[src/rtl/intc_pkg.sv]
package intc_pkg;
  localparam int OFF_STATUS = 'h00;
  localparam int OFF_ENABLE = 'h04;
  localparam int OFF_SET    = 'h08;
  localparam int OFF_CLEAR  = 'h0C;
  localparam int OFF_POL    = 'h10;
  localparam int OFF_EDGE   = 'h14;

  typedef enum logic [1:0] {
    TRIG_LEVEL_LOW  = 2'b00,
    TRIG_LEVEL_HIGH = 2'b01,
    TRIG_FALL       = 2'b10,
    TRIG_RISE       = 2'b11
  } trig_mode_e;
endpackage

[src/rtl/intc_sync.sv]
module intc_sync #(
  parameter int WIDTH  = 32,
  parameter int STAGES = 2
) (
  input  logic             clk,
  input  logic             rst,
  input  logic [WIDTH-1:0] d_i,
  output logic [WIDTH-1:0] q_o
);
  logic [WIDTH-1:0] chain [STAGES];

  always_ff @(posedge clk) begin
    if (rst) chain[0] <= '0;
    else     chain[0] <= d_i;
  end

  for (genvar g = 1; g < STAGES; g++) begin : g_stage
    always_ff @(posedge clk) begin
      if (rst) chain[g] <= '0;
      else     chain[g] <= chain[g-1];
    end
  end

  assign q_o = chain[STAGES-1];
endmodule

[src/rtl/intc_trigger.sv]
module intc_trigger
  import intc_pkg::*;
#(
  parameter int N_SRC = 32
) (
  input  logic             clk,
  input  logic             rst,
  input  logic [N_SRC-1:0] sync_i,
  input  logic [N_SRC-1:0] pol_i,
  input  logic [N_SRC-1:0] edge_i,
  input  logic [N_SRC-1:0] set_i,
  input  logic [N_SRC-1:0] clr_i,
  output logic [N_SRC-1:0] status_o
);
  logic [N_SRC-1:0] prev_q;
  logic [N_SRC-1:0] latch_q;

  always_ff @(posedge clk) begin
    if (rst) prev_q <= '0;
    else     prev_q <= sync_i;
  end

  for (genvar b = 0; b < N_SRC; b++) begin : g_line
    trig_mode_e mode;
    logic       act_now;
    logic       act_prev;
    logic       hit;

    assign mode = trig_mode_e'({edge_i[b], pol_i[b]});

    // Both samples go through the current sense, so a sense change alone is no edge.
    assign act_now  = pol_i[b] ? sync_i[b] : ~sync_i[b];
    assign act_prev = pol_i[b] ? prev_q[b] : ~prev_q[b];

    always_comb begin
      case (mode)
        TRIG_RISE, TRIG_FALL: hit = act_now & ~act_prev;
        default:              hit = 1'b0;
      endcase
    end

    always_ff @(posedge clk) begin
      if (rst) latch_q[b] <= 1'b0;
      else     latch_q[b] <= (latch_q[b] & ~clr_i[b]) | hit | set_i[b];
    end

    assign status_o[b] = latch_q[b] | (~edge_i[b] & act_now);
  end
endmodule

[src/rtl/intc_regs.sv]
module intc_regs
  import intc_pkg::*;
#(
  parameter int N_SRC  = 32,
  parameter int ADDR_W = 5
) (
  input  logic              clk,
  input  logic              rst,
  input  logic [ADDR_W-1:0] addr_i,
  input  logic              wr_i,
  input  logic [N_SRC-1:0]  wdata_i,
  input  logic [N_SRC-1:0]  status_i,
  output logic [N_SRC-1:0]  rdata_o,
  output logic [N_SRC-1:0]  en_o,
  output logic [N_SRC-1:0]  pol_o,
  output logic [N_SRC-1:0]  edge_o,
  output logic [N_SRC-1:0]  set_o,
  output logic [N_SRC-1:0]  clr_o
);
  localparam logic [ADDR_W-1:0] A_STATUS = ADDR_W'(OFF_STATUS);
  localparam logic [ADDR_W-1:0] A_ENABLE = ADDR_W'(OFF_ENABLE);
  localparam logic [ADDR_W-1:0] A_SET    = ADDR_W'(OFF_SET);
  localparam logic [ADDR_W-1:0] A_CLEAR  = ADDR_W'(OFF_CLEAR);
  localparam logic [ADDR_W-1:0] A_POL    = ADDR_W'(OFF_POL);
  localparam logic [ADDR_W-1:0] A_EDGE   = ADDR_W'(OFF_EDGE);

  assign set_o = (wr_i && addr_i == A_SET)   ? wdata_i : '0;
  assign clr_o = (wr_i && addr_i == A_CLEAR) ? wdata_i : '0;

  always_ff @(posedge clk) begin
    if (rst) begin
      en_o   <= '0;
      pol_o  <= '0;
      edge_o <= '0;
    end else if (wr_i) begin
      if (addr_i == A_ENABLE) en_o   <= wdata_i;
      if (addr_i == A_POL)    pol_o  <= wdata_i;
      if (addr_i == A_EDGE)   edge_o <= wdata_i;
    end
  end

  always_ff @(posedge clk) begin
    if (rst) begin
      rdata_o <= '0;
    end else begin
      case (addr_i)
        A_STATUS: rdata_o <= status_i;
        A_ENABLE: rdata_o <= en_o;
        A_POL:    rdata_o <= pol_o;
        A_EDGE:   rdata_o <= edge_o;
        default:  rdata_o <= '0;
      endcase
    end
  end
endmodule

[src/rtl/trigger_intc.sv]
module trigger_intc #(
  parameter int N_SRC       = 32,
  parameter int ADDR_W      = 5,
  parameter int SYNC_STAGES = 2
) (
  input  logic              clk,
  input  logic              rst,
  input  logic [N_SRC-1:0]  src_i,
  input  logic [ADDR_W-1:0] bus_addr_i,
  input  logic              bus_wr_i,
  input  logic [N_SRC-1:0]  bus_wdata_i,
  output logic [N_SRC-1:0]  bus_rdata_o,
  output logic              irq_o
);
  logic [N_SRC-1:0] sync_w;
  logic [N_SRC-1:0] status_w;
  logic [N_SRC-1:0] en_w;
  logic [N_SRC-1:0] pol_w;
  logic [N_SRC-1:0] edge_w;
  logic [N_SRC-1:0] set_w;
  logic [N_SRC-1:0] clr_w;

  intc_sync #(.WIDTH(N_SRC), .STAGES(SYNC_STAGES)) u_sync (
    .clk (clk),
    .rst (rst),
    .d_i (src_i),
    .q_o (sync_w)
  );

  intc_trigger #(.N_SRC(N_SRC)) u_trig (
    .clk      (clk),
    .rst      (rst),
    .sync_i   (sync_w),
    .pol_i    (pol_w),
    .edge_i   (edge_w),
    .set_i    (set_w),
    .clr_i    (clr_w),
    .status_o (status_w)
  );

  intc_regs #(.N_SRC(N_SRC), .ADDR_W(ADDR_W)) u_regs (
    .clk      (clk),
    .rst      (rst),
    .addr_i   (bus_addr_i),
    .wr_i     (bus_wr_i),
    .wdata_i  (bus_wdata_i),
    .status_i (status_w),
    .rdata_o  (bus_rdata_o),
    .en_o     (en_w),
    .pol_o    (pol_w),
    .edge_o   (edge_w),
    .set_o    (set_w),
    .clr_o    (clr_w)
  );

  always_ff @(posedge clk) begin
    if (rst) irq_o <= 1'b0;
    else     irq_o <= |(status_w & en_w);
  end
endmodule

[config.mk]
export PLATFORM = sky130hd
export DESIGN_NAME = trigger_intc
export DESIGN_NICKNAME = d
export VERILOG_FILES = /design/src/rtl/intc_pkg.sv /design/src/rtl/intc_sync.sv /design/src/rtl/intc_trigger.sv /design/src/rtl/intc_regs.sv /design/src/rtl/trigger_intc.sv
export SDC_FILE = /design/constraint.sdc
export NUM_CORES = 1
export LEC_CHECK = 0
export BUFFER_PORTS_ARGS = -buffer_cell sky130_fd_sc_hd__clkbuf_2
export CAP_MARGIN = 20
export CORE_UTILIZATION = 55
export DETAILED_ROUTE_END_ITERATION = 6
export PLACE_DENSITY = 0.75
export SKIP_CTS_REPAIR_TIMING = 1
export SLEW_MARGIN = 25
export SYNTH_ARGS = -nofsm -noshare
export SYNTH_HDL_FRONTEND = slang
export SYNTH_SLANG_ARGS = --single-unit
[constraint.sdc]
create_clock -name clk -period 3.12 [get_ports clk]
set_clock_uncertainty 0.15 [all_clocks]
set_input_delay 0 -clock clk [delete_from_list [all_inputs] [get_ports clk]]
set_output_delay 0 -clock clk [all_outputs]
set_load 0.05 [all_outputs]
==> out/qor.txt, run 1 <==
Status: complete, but fails checks
Failing checks: hold timing
Mux cell area share after synthesis: 0.0370
P per Cell Area: 553 nW/µm²
Setup TNS: 0 ns
Via density: 5.71
Post-Syn Nets: 1337
Starting density of the core: 0.564
Mapped Area: 10600 µm²
Fin crit period: 2.06 ns
Final setup violation count: 0
Cell mode on critical path: dlygate4sd3_1
Top Ports: 105
Crit path DAT: 2.39 ns
Core ar.: 18800 µm²
Global-route wire length before repair: 44800 µm
Max clock buf depth: 3
Worst slew pin tran: 0.966 ns
Worst skew pair latency: 0.54 ns
Die area: 19800 µm²
Clock power frac: 0.466
Initial antenna violation count: 0
Worst-path clk slew: 0.06 ns
Main area contributors after synthesis: dfxtp_1, nand2_1, a21oi_1, nor2b_1, mux2i_1
Unrepaired setup endpoints after global routing: no
Hpwl dp: 18000 µm
DRC: 0
GR met3 Demand/Resource: 0.0537
Complex-gate fraction of the synthesized area: 0.170
Placed inst area: 11200 µm²
Max_slew headroom: 0.356
Crit Path Max Fanout: 28
WL/cell: 17.7 µm
Final ANT Viol Nets: 0
YS warnings: 0
P_int: 5.50 mW
Hold Vio Cnt, Final: 16
Die X-Extent: 141 µm
Largest family of logic cells by synthesized area: simple AND/OR/NAND/NOR gates
Most common cell after layout, fill and taps aside: nand2_1
GRT Overall Usage: 0.287
Seq/Total Area, Yosys: 0.486
Crit. End Element: flop
Post-Synth Simple-Gate Area: 0.252
Distinct cell type count after synthesis: 42
First drt pass iteration count: 5
Hold Crit Class: primary input to flop
CP max stage cell: and3_1
Initial DRC count: 876
Avg Cell Area, Syn: 8.37 µm²
Max_cap viols: 0
Fin cells: 1660
Fin crit share: 0.661
CTS tree: yes
Placed cell count: 1545
XOR/XNOR share of the synthesized area: 0.0215
Final Slew Violations: 0
GPL Wtd Cong: 0.899
Layout Nets: 1479
Comb pwr share: 0.055
Yosys top cell area share: 0.486
Port Buffers: 104
Yosys top cell by area: dfxtp_1
Routed wire length: 29300 µm
Number of global-route vias before repair: 8356
Static leakage: 4.67 nW
Post-Synthesis Cells: 1265
Crit path kind: primary input to flop
Num Clock Sinks: 257
Fin area: 12800 µm²
Largest net degree at the start of global routing: 226
Startpoint Class: primary input
Diode count: 0
Area growth syn-to-layout: 21.1%
Switching pwr: 1.59 mW
H-tree depth: 1
Place WS: 1.18 ns
Met1 Usage GRT: 0.393
CTS buffer count: 27
Final core utilization: 0.683
Switching part of the total: 0.225
Worst IR drop on VDD: 0.500 mV
Fmax: 485 MHz
Chip height: 141 µm
Vias: 9474
Root Driver: clkbuf_16
CP max stage delay: 0.58 ns
Register bit count reported by yosys: 257
Adder-cell share of the synthesized area: 0
Core Rows: 50
Hold Slack: -0.0363 ns
GR peak layer: met2
WP data required: 3.45 ns
Overflow after GRT: 0
Share of cells above drive strength 1: 0.129
Crit path cell chain: dlygate4sd3_1 > clkbuf_2 > buf_4 > and3_1 > nand2_1 > a21oi_1 > dlygate4sd3_1
Final Worst Setup Slack: 1.06 ns
Met2 GRT Util: 0.455
Seq pwr share: 0.479
Most frequent cells in the layout: nand2_1, dfxtp_1, a21oi_1, clkbuf_2, nor2b_1
-- power groups by stage --
stage	combinational (mW)	sequential, mW	clock [mW]
after CTS	0.322	3.39	3.34
after floorplan	0.186	3.46	0
after global routing	0.423	3.40	3.48
after detailed placement	0.320	3.47	0
final	0.391	3.40	3.31
after global placement	0.316	3.46	0
-- cell families (layout without fill, tap and decap cells) --
logic type,count (synthesis),count (layout)
AO/OA/AOI/OAI,301,301
XOR/XNOR,26,26
buffers and inverters,79,240
flip-flops,257,257
multiplexers,39,39
AND/OR/NAND/NOR,563,563
-- metal layers --
layer  up-vias  routed length, µm
met3        70               2420
li1       4606                  -
met2       371              13400
met4         0                875
met5         -                  0
met1      4427              12600
-- sequential cells by signal, indices dropped and copies added, names as in the netlist --
signal	count
u_trig.prev_q	32
u_regs.en_o	32
u_regs.pol_o	32
u_regs.edge_o	32
u_sync.chain	64
irq_o	1
u_regs.rdata_o	32
u_trig.latch_q	32
-- layout make-up --
class	count	area (µm²)
inverters	1	3.75
clock inverters	14	163
clock buffers	34	762
repair buffers	191	1370
flip-flops and latches	257	5140
well taps	234	293
multi-input cells	929	5090
fillers	1490	5940
-- per-stage QoR --
step / power (mW) / hold slack [ns]
after global routing: 7.31 / 0.0264
after global placement: 3.78 / 0.0570
after floorplan: 3.64 / -0.0218
final: 7.09 / -0.0363
after CTS: 7.06 / -0.496
after detailed placement: 3.79 / 0.0619
-- path summary, 6_finish.rpt --
check	from	endpoint	slack, ns	cells after the start
setup / recovery	bus_addr_i[2]	u_regs.en_o[17]	1.06	7
hold / removal	rst	u_sync.chain[0][14]	-0.04	3
setup reg to reg	u_trig.latch_q[30]	irq_o	1.12	5
hold reg to reg	u_sync.chain[0][29]	u_sync.chain[1][29]	0.28	1
-- critical path: cells and delay by family --
family | cells | cell delay, ns
AOI/OAI and AO/OA | 1 | 0.13
and+or+nand+nor | 2 | 0.68
buffers and inverters | 4 | 1.57
-- synthesized netlist by cell type (all sizes together) --
| master | count |
|---|---|
| a2111oi | 2 |
| o21bai | 4 |
| o211ai | 23 |
| nand4 | 7 |
| a31oi | 27 |
| nor3 | 22 |
| mux2i | 38 |
| xor2 | 4 |
| xnor2 | 22 |
| a21oi | 139 |
| buf | 39 |
| nor2b | 96 |
| nor4b | 2 |
| o21ai | 53 |
| clkbuf | 39 |
| or3 | 1 |
| nor2 | 26 |
| or2 | 6 |
| or4 | 1 |
| a221o | 1 |
| nand3b | 22 |
| nand3 | 1 |
| and3 | 3 |
| a41oi | 1 |
| inv | 1 |
| nand2 | 348 |
| a222oi | 1 |
| a22o | 28 |
| a221oi | 5 |
| and2 | 4 |
| a22oi | 17 |
| nor3b | 22 |
| dfxtp | 257 |
| mux2 | 1 |
| nor4 | 2 |
No activity file was read; power rests on OpenSTA's default activity.
==> run 2: changes to the inputs <==
--- a/config.mk
+++ b/config.mk
@@ -7,9 +7,9 @@
 export LEC_CHECK = 0
 export BUFFER_PORTS_ARGS = -buffer_cell sky130_fd_sc_hd__clkbuf_2
 export CAP_MARGIN = 20
-export CORE_UTILIZATION = 55
+export CORE_UTILIZATION = 53
 export DETAILED_ROUTE_END_ITERATION = 6
-export PLACE_DENSITY = 0.75
+export PLACE_DENSITY = 0.76
 export SKIP_CTS_REPAIR_TIMING = 1
 export SLEW_MARGIN = 25
 export SYNTH_ARGS = -nofsm -noshare
==> constraint.sdc (replaced) <==
create_clock -name clk -period 1.8 [get_ports clk]
set_clock_uncertainty 0.15 [all_clocks]
set_input_delay 0 -clock clk [delete_from_list [all_inputs] [get_ports clk]]
set_output_delay 0 -clock clk [all_outputs]
set_load 0.05 [all_outputs]
==> out/qor.txt, run 2 (same netlist as run 1, synthesis figures left out) <==
Status: complete, but fails checks
Failing checks: hold timing
Port Buffers: 104 (unchanged)
Routed wire length: 32000 µm (+9.2%)
Core ar.: 19500 µm² (+4.0%)
Via density: 5.68 (-0.55%)
Hold Slack: -0.0211 ns (+0.0151 ns)
Placed cell count: 1621 (+4.9%)
Number of global-route vias before repair: 8921 (+6.8%)
Worst-path clk slew: 0.06 ns (about the same)
Crit path cell chain: a22o_1 > a221oi_2 > nand4_1 > nor4b_2 > a41oi_1
Final setup violation count: 0 (unchanged)
Hold Crit Class: primary input to flop
Biggest register: u_sync.chain
Max_slew headroom: 0.610 (+0.254)
Crit path DAT: 1.99 ns (-0.40 ns)
GRT Overall Usage: 0.293 (+0.00606)
P per Cell Area: 896 nW/µm² (+62%)
Final Slew Violations: 0 (unchanged)
Placed inst area: 11700 µm² (+4.6%)
Max clock buf depth: 3 (unchanged)
Crit path kind: flop to flop
CP max stage delay: 0.33 ns (-0.25 ns)
Global-route wire length before repair: 46800 µm (+4.5%)
Overflow after GRT: 0 (unchanged)
WL/cell: 18.1 µm (+2.3%)
Startpoint Class: flop
Fin area: 13700 µm² (+7.1%)
Hpwl dp: 19300 µm (+7.0%)
CP max stage cell: dfxtp_2
Worst skew pair latency: 0.53 ns (about the same)
Die area: 20500 µm² (+3.7%)
Core Rows: 51 (+2.0%)
H-tree depth: 1 (unchanged)
Hold Vio Cnt, Final: 1 (-15)
Initial DRC count: 910 (+3.9%)
Die X-Extent: 143 µm (+1.8%)
GPL Wtd Cong: 0.847 (-5.7%)
Worst IR drop on VDD: 0.713 mV (+42%)
Static leakage: 5.18 nW (+11%)
First drt pass iteration count: 5 (unchanged)
Place WS: -0.157 ns (-1.34 ns)
Fin crit period: 1.77 ns
Top Ports: 105 (unchanged)
CTS tree: yes
Num Clock Sinks: 257 (unchanged)
Final Power: 12.3 mW (+74%)
Worst slew pin tran: 0.585 ns (-0.381 ns)
Fin cells: 1772 (+6.7%)
Final ANT Viol Nets: 0 (unchanged)
Max FFs per register: 64 (unchanged)
Vias: 10100 (+6.2%)
Max_cap viols: 0 (unchanged)
Fin crit share: 0.982
Root Driver: clkbuf_16
Share of cells above drive strength 1: 0.155 (+0.0262)
Starting density of the core: 0.542 (-0.0219)
Diode count: 0 (unchanged)
Most common cell after layout, fill and taps aside: nand2_1
Unrepaired setup endpoints after global routing: yes
Initial antenna violation count: 0 (unchanged)
Crit. End Element: flop
Final Worst Setup Slack: 0.0315 ns (-1.03 ns)
WP buf/inv: 0 (-4)
Setup TNS: 0 ns (unchanged)
Top Family by Delay on Critical Path: compound AO/OA/AOI/OAI gates
Most frequent cells in the layout: nand2_1, dfxtp_1, a21oi_1, dlygate4sd3_1, clkbuf_2
Crit Path Max Fanout: 3 (-89%)
Layout Nets: 1561 (+5.5%)
Fmax: 565 MHz
Final core utilization: 0.704 (+0.0204)
WP data required: 2.02 ns (-1.43 ns)
DRC: 0 (unchanged)
Chip height: 143 µm (+1.8%)
Largest net degree at the start of global routing: 127 (-44%)
Area growth syn-to-layout: 29.8%
CTS buffer count: 26 (-3.7%)
==> run 2: cell types whose count changed in the layout (fill, tap and decap cells not counted), moves of 2 or more <==
cell           change
dlygate4sd3_1     +37
buf_4             +34
buf_12            +12
a221oi_1           -5
a221oi_2           +5
clkbuf_8           -4
clkbuf_1           +3
clkinv_2           +2
clkinvlp_4         -2
==> run 2: final timing paths <==
kind | start | to | slack [ns] | cells past startpoint
worst max register to register | u_trig.latch_q[28] | irq_o | 0.03 | 5
worst max-delay path | u_trig.latch_q[28] | irq_o | 0.03 | 5
worst min-delay path | bus_addr_i[4] | u_regs.rdata_o[16] | -0.02 | 5
worst min register to register | u_sync.chain[0][29] | u_sync.chain[1][29] | 0.28 | 1
==> run 2: layer usage <==
metal / vias up / track usage / share of wire
met4: 0 / 0.104 / 0.030
met3: 78 / 0.0560 / 0.10
li1: 4752 / - / -
met2: 554 / 0.470 / 0.46
met5: - / 0 / 0
met1: 4674 / 0.394 / 0.40
==> run 2: worst min-delay path: cells and delay by family <==
family / cells / cell delay (ns)
AO/OA/AOI/OAI: 2 / 0.20
buffers and inverters: 2 / 0.32
AND/OR/NAND/NOR: 1 / 0.06
==> run 2: power by group <==
part	total [mW]	internal, mW	switching, mW
sequential	5.88	5.80	0.0801
clock	5.63	3.38	2.25
combinational	0.804	0.389	0.415
==> run 2: layout make-up <==
| type | count | area, µm² |
|---|---|---|
| clock buffer | 33 | 718 |
| clock inverter | 13 | 168 |
| fill | 1477 | 5790 |
| inverter | 1 | 3.75 |
| multi-input combinational | 929 | 5130 |
| sequential | 257 | 5150 |
| tap | 265 | 332 |
| timing repair buffer | 274 | 2240 |
